==> config.mk <==
export PLATFORM = sky130hd
export DESIGN_NAME = e1ts0_tx_gen
export DESIGN_NICKNAME = d
export VERILOG_FILES = /design/src/rtl/e1ts0_pkg.sv /design/src/rtl/e1ts0_natbuf.sv /design/src/rtl/e1ts0_compose.sv /design/src/rtl/e1ts0_init_timer.sv /design/src/rtl/e1ts0_serializer.sv /design/src/rtl/e1ts0_tx_gen.sv
export SDC_FILE = /design/constraint.sdc
export NUM_CORES = 1
export LEC_CHECK = 0
export BUFFER_PORTS_ARGS = -buffer_cell sky130_fd_sc_hd__buf_2
export CAP_MARGIN = 15
export CORE_UTILIZATION = 40
export CTS_CLUSTER_SIZE = 8
export DETAILED_ROUTE_END_ITERATION = 6
export HOLD_SLACK_MARGIN = 0.08
export SYNTH_ARGS = -nofsm -noshare
export SYNTH_HDL_FRONTEND = slang
export SYNTH_SLANG_ARGS = --single-unit
==> constraint.sdc <==
create_clock -name clk -period 2.6 [get_ports clk]
set_input_delay 0.52 -clock clk [delete_from_list [all_inputs] [get_ports clk]]
set_output_delay 0.52 -clock clk [all_outputs]
set_load 0.02 [all_outputs]
==> src/rtl/e1ts0_pkg.sv <==
// Package: shared constants and types for the E1 timeslot-zero generator.
// Assumes a 16-frame multiframe, 8-bit timeslot and five national bits.
package e1ts0_pkg;
    localparam int TS_BITS     = 8;
    localparam int FRAMES_MF   = 16;
    localparam int FIDX_W      = $clog2(FRAMES_MF);
    localparam int ODD_FRAMES  = FRAMES_MF / 2;
    localparam int SA_COUNT    = 5;
    localparam int SEL_W       = $clog2(SA_COUNT);

    // Fixed seven-bit tail of the alignment word (bits 2..8).
    localparam logic [6:0] ALIGN_TAIL = 7'b0011011;
    // Bit 1 of odd frames indexed by k = (f-1)/2, MSB = k0; k6/k7 are E bits.
    localparam logic [ODD_FRAMES-1:0] ODD_B1_LUT = 8'b0010_1100;

    typedef logic [TS_BITS-1:0] ts_byte_t;
    typedef logic [SA_COUNT-1:0][ODD_FRAMES-1:0] sa_bank_t;
    typedef enum logic {WORD_ALIGN = 1'b0, WORD_NONALIGN = 1'b1} word_kind_e;
endpackage

==> src/rtl/e1ts0_natbuf.sv <==
// National-bit buffer: host-written staged bank plus an in-use bank.
// The staged bank is copied into the in-use bank on commit (multiframe
// boundary). Selects at or above SA_COUNT are ignored. Both banks return
// to RST_VAL on reset or soft reset.
module e1ts0_natbuf
    import e1ts0_pkg::*;
#(
    parameter logic [ODD_FRAMES-1:0] RST_VAL = '1
) (
    input  logic                  clk,
    input  logic                  rst_n,
    input  logic                  soft_rst,
    input  logic                  wr_en,
    input  logic [SEL_W-1:0]      wr_sel,
    input  logic [ODD_FRAMES-1:0] wr_data,
    input  logic                  commit,
    output sa_bank_t              active
);
    sa_bank_t staged_q;
    sa_bank_t active_q;

    for (genvar j = 0; j < SA_COUNT; j++) begin : g_lane
        // Capture a host write into the staged byte of this Sa lane.
        always_ff @(posedge clk) begin
            if (!rst_n || soft_rst)
                staged_q[j] <= RST_VAL;
            else if (wr_en && wr_sel == SEL_W'(j))
                staged_q[j] <= wr_data;
        end

        // Promote the staged byte into use at the multiframe boundary.
        always_ff @(posedge clk) begin
            if (!rst_n || soft_rst)
                active_q[j] <= RST_VAL;
            else if (commit)
                active_q[j] <= staged_q[j];
        end
    end

    assign active = active_q;

    AST_ACTIVE_HOLD: assert property (@(posedge clk) disable iff (!rst_n)
        !commit && !soft_rst |=> $stable(active_q));

    AST_SEL_IGNORED: assert property (@(posedge clk) disable iff (!rst_n)
        wr_en && (wr_sel >= SEL_W'(SA_COUNT)) && !soft_rst |=> $stable(staged_q));
endmodule

==> src/rtl/e1ts0_compose.sv <==
// Byte composer: builds the timeslot-zero byte for a given frame number.
// Pure combinational. Assumes frame_idx in 0..15 and crc_bits[3] = C1.
module e1ts0_compose
    import e1ts0_pkg::*;
(
    input  logic [FIDX_W-1:0] frame_idx,
    input  logic [3:0]        crc_bits,
    input  logic              a_bit,
    input  logic [1:0]        e_bits,
    input  sa_bank_t          sa_bank,
    output ts_byte_t          byte_out
);
    word_kind_e  kind;
    logic [2:0]  odd_k;
    logic [1:0]  crc_sel;
    logic        align_b1;
    logic        nonalign_b1;
    logic [SA_COUNT-1:0] sa_bits;

    assign kind    = word_kind_e'(frame_idx[0]);
    assign odd_k   = frame_idx[3:1];
    assign crc_sel = frame_idx[2:1];

    // Pick the CRC bit for an alignment frame (C1..C4 repeating).
    always_comb begin
        align_b1 = crc_bits[2'd3 - crc_sel];
    end

    // Pick bit 1 of a non-alignment frame: pattern, then E1, then E2.
    always_comb begin
        unique case (odd_k)
            3'd6:    nonalign_b1 = e_bits[1];
            3'd7:    nonalign_b1 = e_bits[0];
            default: nonalign_b1 = ODD_B1_LUT[3'd7 - odd_k];
        endcase
    end

    // Gather the national bits of this odd frame from each Sa lane.
    for (genvar j = 0; j < SA_COUNT; j++) begin : g_sa
        assign sa_bits[SA_COUNT-1-j] = sa_bank[j][3'd7 - odd_k];
    end

    // Assemble the final byte by word kind.
    always_comb begin
        if (kind == WORD_ALIGN)
            byte_out = {align_b1, ALIGN_TAIL};
        else
            byte_out = {nonalign_b1, 1'b1, a_bit, sa_bits};
    end
endmodule

==> src/rtl/e1ts0_init_timer.sv <==
// Init timer: holds busy for FRAME_BITS bit strobes after reset or a
// soft reset request. Assumes bit_en is a one-cycle strobe.
module e1ts0_init_timer #(
    parameter int FRAME_BITS = 256
) (
    input  logic clk,
    input  logic rst_n,
    input  logic soft_rst,
    input  logic bit_en,
    output logic busy
);
    localparam int CW = $clog2(FRAME_BITS + 1);
    localparam logic [CW-1:0] START = CW'(FRAME_BITS);

    logic [CW-1:0] left_q;

    // Count down one frame of strobes, restarting on either reset.
    always_ff @(posedge clk) begin
        if (!rst_n || soft_rst)
            left_q <= START;
        else if (bit_en && left_q != '0)
            left_q <= left_q - 1'b1;
    end

    assign busy = (left_q != '0);

    AST_BUSY_ENDS_ON_STROBE: assert property (@(posedge clk) disable iff (!rst_n)
        $fell(busy) |-> $past(bit_en));

    AST_SOFT_RESTARTS: assert property (@(posedge clk) disable iff (!rst_n)
        soft_rst |=> busy);
endmodule

==> src/rtl/e1ts0_serializer.sv <==
// Serializer: loads a byte on a load strobe and shifts it out MSB first,
// one bit per bit_en. Idles at 1 with valid low. clear aborts at once.
module e1ts0_serializer
    import e1ts0_pkg::*;
(
    input  logic     clk,
    input  logic     rst_n,
    input  logic     clear,
    input  logic     bit_en,
    input  logic     load,
    input  ts_byte_t byte_in,
    output logic     ser_q,
    output logic     valid
);
    localparam int CNT_W = $clog2(TS_BITS);

    ts_byte_t         shreg_q;
    logic [CNT_W-1:0] left_q;
    logic             ser_r;
    logic             valid_r;

    // Shift register, bit counter and output bit, all stepped by bit_en.
    always_ff @(posedge clk) begin
        if (!rst_n || clear) begin
            shreg_q <= '0;
            left_q  <= '0;
            ser_r   <= 1'b1;
            valid_r <= 1'b0;
        end else if (bit_en) begin
            if (load) begin
                ser_r   <= byte_in[TS_BITS-1];
                shreg_q <= {byte_in[TS_BITS-2:0], 1'b0};
                left_q  <= CNT_W'(TS_BITS - 1);
                valid_r <= 1'b1;
            end else if (left_q != '0) begin
                ser_r   <= shreg_q[TS_BITS-1];
                shreg_q <= {shreg_q[TS_BITS-2:0], 1'b0};
                left_q  <= left_q - 1'b1;
                valid_r <= 1'b1;
            end else begin
                ser_r   <= 1'b1;
                valid_r <= 1'b0;
            end
        end
    end

    assign ser_q = ser_r;
    assign valid = valid_r;

    AST_HOLD_BETWEEN: assert property (@(posedge clk) disable iff (!rst_n)
        !bit_en && !clear |=> $stable(ser_r) && $stable(valid_r));

    AST_FIRST_BIT: assert property (@(posedge clk) disable iff (!rst_n)
        bit_en && load && !clear |=> valid_r && (ser_r == $past(byte_in[TS_BITS-1])));

    AST_IDLE_ONES: assert property (@(posedge clk) disable iff (!rst_n)
        !valid_r |-> ser_r);
endmodule

==> src/rtl/e1ts0_tx_gen.sv <==
// Top: E1 timeslot-zero transmit generator. Composes the per-frame byte,
// holds the national-bit buffer, times the one-frame reset period and
// serializes the byte. ais_n low forces ones straight to the line pin.
module e1ts0_tx_gen
    import e1ts0_pkg::*;
#(
    parameter int                    FRAME_BITS = 256,
    parameter logic [ODD_FRAMES-1:0] NB_RST_VAL = '1
) (
    input  logic                  clk,
    input  logic                  rst_n,
    input  logic                  soft_rst,
    input  logic                  bit_en,
    input  logic                  ts0_start,
    input  logic [FIDX_W-1:0]     frame_idx,
    input  logic [3:0]            crc_bits,
    input  logic                  a_bit,
    input  logic [1:0]            e_bits,
    input  logic                  nb_wr_en,
    input  logic [SEL_W-1:0]      nb_wr_sel,
    input  logic [ODD_FRAMES-1:0] nb_wr_data,
    input  logic                  ais_n,
    output logic                  ser_out,
    output logic                  ts0_valid,
    output logic                  init_busy
);
    sa_bank_t sa_bank;
    ts_byte_t ts_byte;
    logic     load;
    logic     commit;
    logic     ser_q;

    // Accept a byte load only when the reset period is over.
    assign load   = bit_en && ts0_start && !init_busy && !soft_rst;
    assign commit = load && (frame_idx == '0);

    e1ts0_init_timer #(.FRAME_BITS(FRAME_BITS)) u_timer (
        .clk      (clk),
        .rst_n    (rst_n),
        .soft_rst (soft_rst),
        .bit_en   (bit_en),
        .busy     (init_busy)
    );

    e1ts0_natbuf #(.RST_VAL(NB_RST_VAL)) u_natbuf (
        .clk      (clk),
        .rst_n    (rst_n),
        .soft_rst (soft_rst),
        .wr_en    (nb_wr_en),
        .wr_sel   (nb_wr_sel),
        .wr_data  (nb_wr_data),
        .commit   (commit),
        .active   (sa_bank)
    );

    e1ts0_compose u_compose (
        .frame_idx (frame_idx),
        .crc_bits  (crc_bits),
        .a_bit     (a_bit),
        .e_bits    (e_bits),
        .sa_bank   (sa_bank),
        .byte_out  (ts_byte)
    );

    e1ts0_serializer u_ser (
        .clk     (clk),
        .rst_n   (rst_n),
        .clear   (soft_rst),
        .bit_en  (bit_en),
        .load    (load),
        .byte_in (ts_byte),
        .ser_q   (ser_q),
        .valid   (ts0_valid)
    );

    // Line output with the alarm-indication override.
    assign ser_out = ser_q | ~ais_n;

    AST_BUSY_QUIET: assert property (@(posedge clk) disable iff (!rst_n)
        init_busy |-> !ts0_valid);
endmodule

* Yosys cells after proc, flatten, opt, wreduce, memory -nomap -nowiden
Memory sizes are Yosys's and may differ from the RTL's.
Index checks and enable logic that the tools add are counted.
Widths: inputs -> output; s select.
** Storage, ports and cells
- Register bits after elaboration :: 102
- Input port bits :: 29
- Memory bits (read-only) :: 8
- Logic and storage cells :: 73
- Memories kept :: 1
- Output and inout bits :: 3
** Memories
- (name not given) :: words 8, bits a word 1, rd ports 1, clocked after memory_dff 0, wr ports 0, line e1ts0_compose.sv:34 : default: nonalign_b1 = ODD_B1_LUT[3'd7 - odd_k];
** Operators by class
- Add/subtract/negate cells :: 4
- Equal/unequal tests :: 6
- Bitwise operators :: 2
- Reductions and logical operators :: 20
- Multiplexer cells :: 23
- $lt $le $gt $ge :: 2
** Operator list (count)
- $mux 8 :: 3
- $bmux 1 s3 :: 5
- $mux 1 :: 11
- $logic_and 1x1->1 :: 10
- $eq 3x3->1 const B :: 3
- $reduce_bool 9->1 :: 1
- $sub 9x1->9 const B :: 1
- $eq 3x2->1 const B :: 2
- $mux 3 :: 2
- $logic_not 4->1 :: 1
- $lt 3x4->1 const B :: 1
- $eq 3x1->1 const B :: 1
- $logic_not 1->1 :: 3
- $logic_not 3->1 :: 1
- $lt 2x3->1 const B :: 1
- $reduce_bool 3->1 :: 1
- $sub 3x1->3 const B :: 1
- $sub 3x3->3 const A :: 1
- $bmux 1 s2 :: 1
- $pmux 1 s2 :: 1
- $reduce_and 2->1 :: 1
- $reduce_bool 2->1 :: 1
- $sub 2x2->2 const A :: 1
- $logic_or 1x1->1 :: 1
- other kinds (2) :: 2

* Logic depth before layout (Yosys ltp)
- Depth in word-level cells :: 6
- Depth in mapped cells :: 8
- Mapped depth without buffers :: 6

* Hierarchy
A second synthesis with hierarchy kept.
** Second synthesis, totals
- Cells, all modules :: 456
- Area, all modules :: 4674.5 um^2
** Modules (own cells, without submodules)
- e1ts0_natbuf :: cells each 278, instances 1, area an instance 3083.0 um^2, seq. area each 1601.5 um^2
- e1ts0_serializer :: cells each 63, instances 1, area an instance 599.3 um^2, seq. area each 240.2 um^2
- e1ts0_init_timer :: cells each 62, instances 1, area an instance 523.0 um^2, seq. area each 180.2 um^2
- e1ts0_compose :: cells each 48, instances 1, area an instance 434.2 um^2, seq. area each 0.0 um^2
- e1ts0_tx_gen :: cells each 5, instances 1, area an instance 35.0 um^2, seq. area each 0.0 um^2

* Worst setup path before layout
No wires, ideal clock.
- Path kind :: input to register
- Start point :: input port frame_idx[0]
- End point :: register u_natbuf.active_q, in the netlist u_natbuf.active[11]
- Setup time :: 0.137 ns
- Cell stages on the path :: 5
- Path buffers :: 2
- Arrival time :: 1.637 ns
- Data required time :: 2.463 ns
- Path slack :: 0.826 ns
- Cells stage by stage :: buf_2 or4_4 clkbuf_1 o21ai_0 nand3_1
** Between the ends
- Longest elaborated chain between the ends :: 2
** Ends and longest elaborated chain
- from (decl) :: line e1ts0_tx_gen.sv:15 : input logic [FIDX_W-1:0] frame_idx,
- $logic_not 4->1 :: line e1ts0_tx_gen.sv:35 : assign commit = load && (frame_idx == '0);
- $logic_and 1x1->1 :: line e1ts0_tx_gen.sv:35
- to (signal, indexed assignment) :: line e1ts0_natbuf.sv:36 : active_q[j] <= staged_q[j];
- to (decl) :: line e1ts0_natbuf.sv:20 : sa_bank_t active_q;
No other way between the ends.
A chain may end at the register's enable or synchronous reset.

* Final worst setup path
- Start point :: register u_timer.left_q[0]
- End point :: output port init_busy
** Between the ends
- Longest elaborated chain between the ends :: 1
** Ends and longest elaborated chain
- from (decl) :: line e1ts0_init_timer.sv:15 : logic [CW-1:0] left_q;
- from (signal assigned) :: line e1ts0_init_timer.sv:22 : left_q <= left_q - 1'b1;
- $reduce_bool 9->1 :: line e1ts0_init_timer.sv:25 : assign busy = (left_q != '0);
- to (decl) :: line e1ts0_tx_gen.sv:25 : output logic init_busy
No other way between the ends.

==> run_results.csv <==
group,metric,value,unit
run_status,outcome,"complete, no violations",
sta,skew,0.0103,ns
detailed_routing,drcViolationCount,0,
sta,worst_slack,0.458,ns
sta,rsz0062_at_grt,"no",
clocking,post-cts-setup-buffers,0,
synth,ys_async_sr_fraction,0,%
final_layout,layout_commonest_cell,"nand3_1",
grt,first_global_vias,3347,
synth,synth_top_family_by_area,"simple AND/OR/NAND/NOR gates",
synth,yosysWarnings,0,
setup_path,required,2.08,ns
setup_path,r2r_slack,0.50,ns
setup_path,critical_path_class,"reg -> out",
clocking,hold_buffers,0,
clocking,clock_latency,0.36,ns
synth,synth_flop_cell,"dfxtp_1",
setup_path,cp_max_fo,7,
clocking,clockRootBuffer,"clkbuf_8",
detailed_routing,drt-initial-drc-count,371,
synth,synth_edf_count,0,
sta,tns,0,ns
grt,grt_pass1_wl,16800,µm
sta,finalSetupViolations,0,
floorplanning,die_x,107,µm
floorplanning,core_area,10500,µm²
setup_path,timing.rr.start,"u_timer.left_q[0]$_SDFFE_PP0P_",
setup_path,r2r_cells,7,
sta,relSlewSlack,62.6,%
setup_path,end_kind,"output port",
sta,min_period,2.14,ns
floorplanning,rows,37,
place,dp_hpwl,6770,µm
floorplanning,die_area,11400,µm²
clocking,cts_buffers,9,
synth,synth_cell_types,49,
floorplanning,io_pins,32,
sta,final.period_utilization,82.4,%
floorplanning,fp.dieH,107,µm
sta,worstMarginPinSlew,0.558,ns
final_layout,fillCellCount,999,
synth,synth_compound_area_share,9.96,%
setup_path,crit_arrival,1.62,ns
clocking,cts_tree,"done",
power_and_ir_drop,power.switching,0.716,mW
synth,synth.area.mux_share,7.03,%
setup_path,crit_path_start,"u_timer.left_q[0]$_SDFFE_PP0P_",
place,io_buffers,31,
final_layout,register_area,2020,µm²
floorplanning,start_util,41.9,%
sta,maxSlewViolCount,0,
power_and_ir_drop,power_frac_comb,8.1,%
place,gp_congestion,0.794,
place,dpl_cell_area,4620,µm²
detailed_routing,drtAntennaViolNets,0,
detailed_routing,vias,3705,
clocking,ctsResizeCount,0,
sta,fmax,467,MHz
final_layout,multi_input_area,2160,µm²
power_and_ir_drop,vdd_drop_max,318,µV
synth,seq_area_frac_synth,46.0,%
clocking,cts.sinks,101,
setup_path,r2r-end,"u_natbuf.active[11]$_SDFFE_PP1P_",
detailed_routing,drtPass1Iterations,5,
final_layout,final_area,4820,µm²
power_and_ir_drop,swShare,25.3,%
synth,synthCells,519,
detailed_routing,routedWlPerCell,15.1,µm
power_and_ir_drop,clkPwrFrac,35.9,%
power_and_ir_drop,p_per_area,587,nW/µm²
synth,syn_area,4400,µm²
sta,hold_violations,0,
power_and_ir_drop,leakagePower,1.83,nW
grt,globalRoute.totalOverflow,0,
synth,synth_xor_area_share,1.39,%
power_and_ir_drop,intPower,2.11,mW
final_layout,final_nets,557,
min_path,hold_path_class,"in -> reg",
synth,syn_nets,551,
final_layout,syn2layout_area_growth,9.62,%
clocking,htreeDepth,3,
synth,synth-seq-cells,101,
setup_path,cp-start-kind,"flop",
final_layout,layout_common_cells,"125 x nand3_1, 101 x dfxtp_1, 89 x nand2_1, 36 x o21ai_0, 31 x buf_2",
synth,synth.avg_cell_area,8.47,µm²
flow_run,drv_cap,0,
grt,grt_max_degree,82,
clocking,clock_path_buffers,2,
final_layout,drive_gt1_share,14.0,%
power_and_ir_drop,seqPwrFrac,56.0,%
setup_path,crit_end,"init_busy",
power_and_ir_drop,totalPowerFinal,2.83,mW
synth,synth-simple-area-share,29.6,%
place,place_ws,0.499,ns
synth,synthAdderAreaFrac,0.853,%
clocking,cts.clk_slew.worst_paths,0.09,ns
detailed_routing,wirelength,10000,µm
grt,antenna_found_initial,0,
final_layout,num_antenna_cells,0,
detailed_routing,viasPerCell,5.56,
final_layout,postLayoutCoreUtil,45.9,%
grt,grt.total_usage,18.6,%
[synth_stat cells, drive strengths merged, types with 3 or more instances]
master / n / area share (%)
a21oi: 9 / 1.0
inv: 8 / 0.68
o2111ai: 3 / 0.60
mux2i: 5 / 1.1
mux4: 11 / 5.6
xnor2: 3 / 0.60
dfxtp: 101 / 46
buf: 17 / 2.2
nor2b: 3 / 0.43
clkbuf: 26 / 2.2
nor3: 4 / 0.71
o21ai: 43 / 4.9
xor2: 4 / 0.80
and3: 6 / 0.85
nand3: 126 / 14
nor2: 13 / 1.1
ha: 3 / 0.85
a311oi: 4 / 0.94
nand2: 89 / 7.6
a211oi: 5 / 0.85
nand2b: 4 / 0.57
a31oi: 3 / 0.43
[cell families (layout without fill, tap and decap cells)]
logic type / after synthesis / in the layout
XOR/XNOR: 7 / 7
AND/OR/NAND/NOR: 265 / 265
multiplexers: 17 / 17
buffers and inverters: 52 / 63
flip-flops: 101 / 101
adder cells (fa/ha/maj): 3 / 3
AO/OA/AOI/OAI: 74 / 74
[worst max-delay path, cell delays in order (launching register included)]
cell and delay [ns]:
dfxtp_1 0.34, inv_1 0.06, ha_1 0.25, nor3b_2 0.29, nand3_1 0.14, buf_2 0.18
[registers in the layout (all words and copies together) (netlist names)]
register and cells:
u_natbuf.staged_q 40, u_ser.ser_q 1, u_ser.left_q 3, u_ser.shreg_q 7, u_ser.valid 1, u_natbuf.active 40, u_timer.left_q 9
[per-stage QoR]
step | std cells | hold WS (ns)
final | 666 | 0.434
after global routing | 666 | 0.438
after CTS | 666 | 0.414
after detailed placement | 650 | 0.456
after global placement | 650 | 0.452
after floorplan | 519 | 0.440
[cell type report]
class / count / area share (%)
clock inverters: 5 / 1.38
inverters: 9 / 0.701
clock buffers: 11 / 2.73
flip-flops and latches: 101 / 41.9
well taps: 136 / 3.53
repair buffers: 38 / 4.83
multi-input cells: 366 / 44.9
[worst min path at each step]
stage                                                  start                                 end  slack [ns]  cells after the start
after floorplan           u_natbuf.staged_q[10]$_SDFFE_PP1P_  u_natbuf.staged_q[10]$_SDFFE_PP1P_        0.44                      2
after global placement    u_natbuf.staged_q[35]$_SDFFE_PP1P_  u_natbuf.staged_q[35]$_SDFFE_PP1P_        0.45                      2
after detailed placement  u_natbuf.staged_q[35]$_SDFFE_PP1P_  u_natbuf.staged_q[35]$_SDFFE_PP1P_        0.46                      2
after CTS                                              a_bit       u_ser.shreg_q[6]$_SDFFE_PP0P_        0.41                      3
after global routing                           nb_wr_data[0]  u_natbuf.staged_q[32]$_SDFFE_PP1P_        0.44                      3
final                                                  a_bit       u_ser.shreg_q[6]$_SDFFE_PP0P_        0.43                      3
[metal layers]
layer,global-route usage (%),up-vias,wire [µm]
met5,0,-,0
met4,4.01,0,69
met3,4.68,8,537
met2,27.8,105,4430
met1,27.0,1752,5000
li1,-,1840,-
[power groups by stage]
stage / clock network [mW] / logic [mW] / registers, mW
floorplan: 0 / 0.158 / 1.61
global placement: 0 / 0.226 / 1.62
detailed placement: 0 / 0.229 / 1.62
CTS: 1.04 / 0.230 / 1.58
global route: 1.12 / 0.253 / 1.59
finish: 1.01 / 0.228 / 1.58
Power figures use the tool's default switching activity.
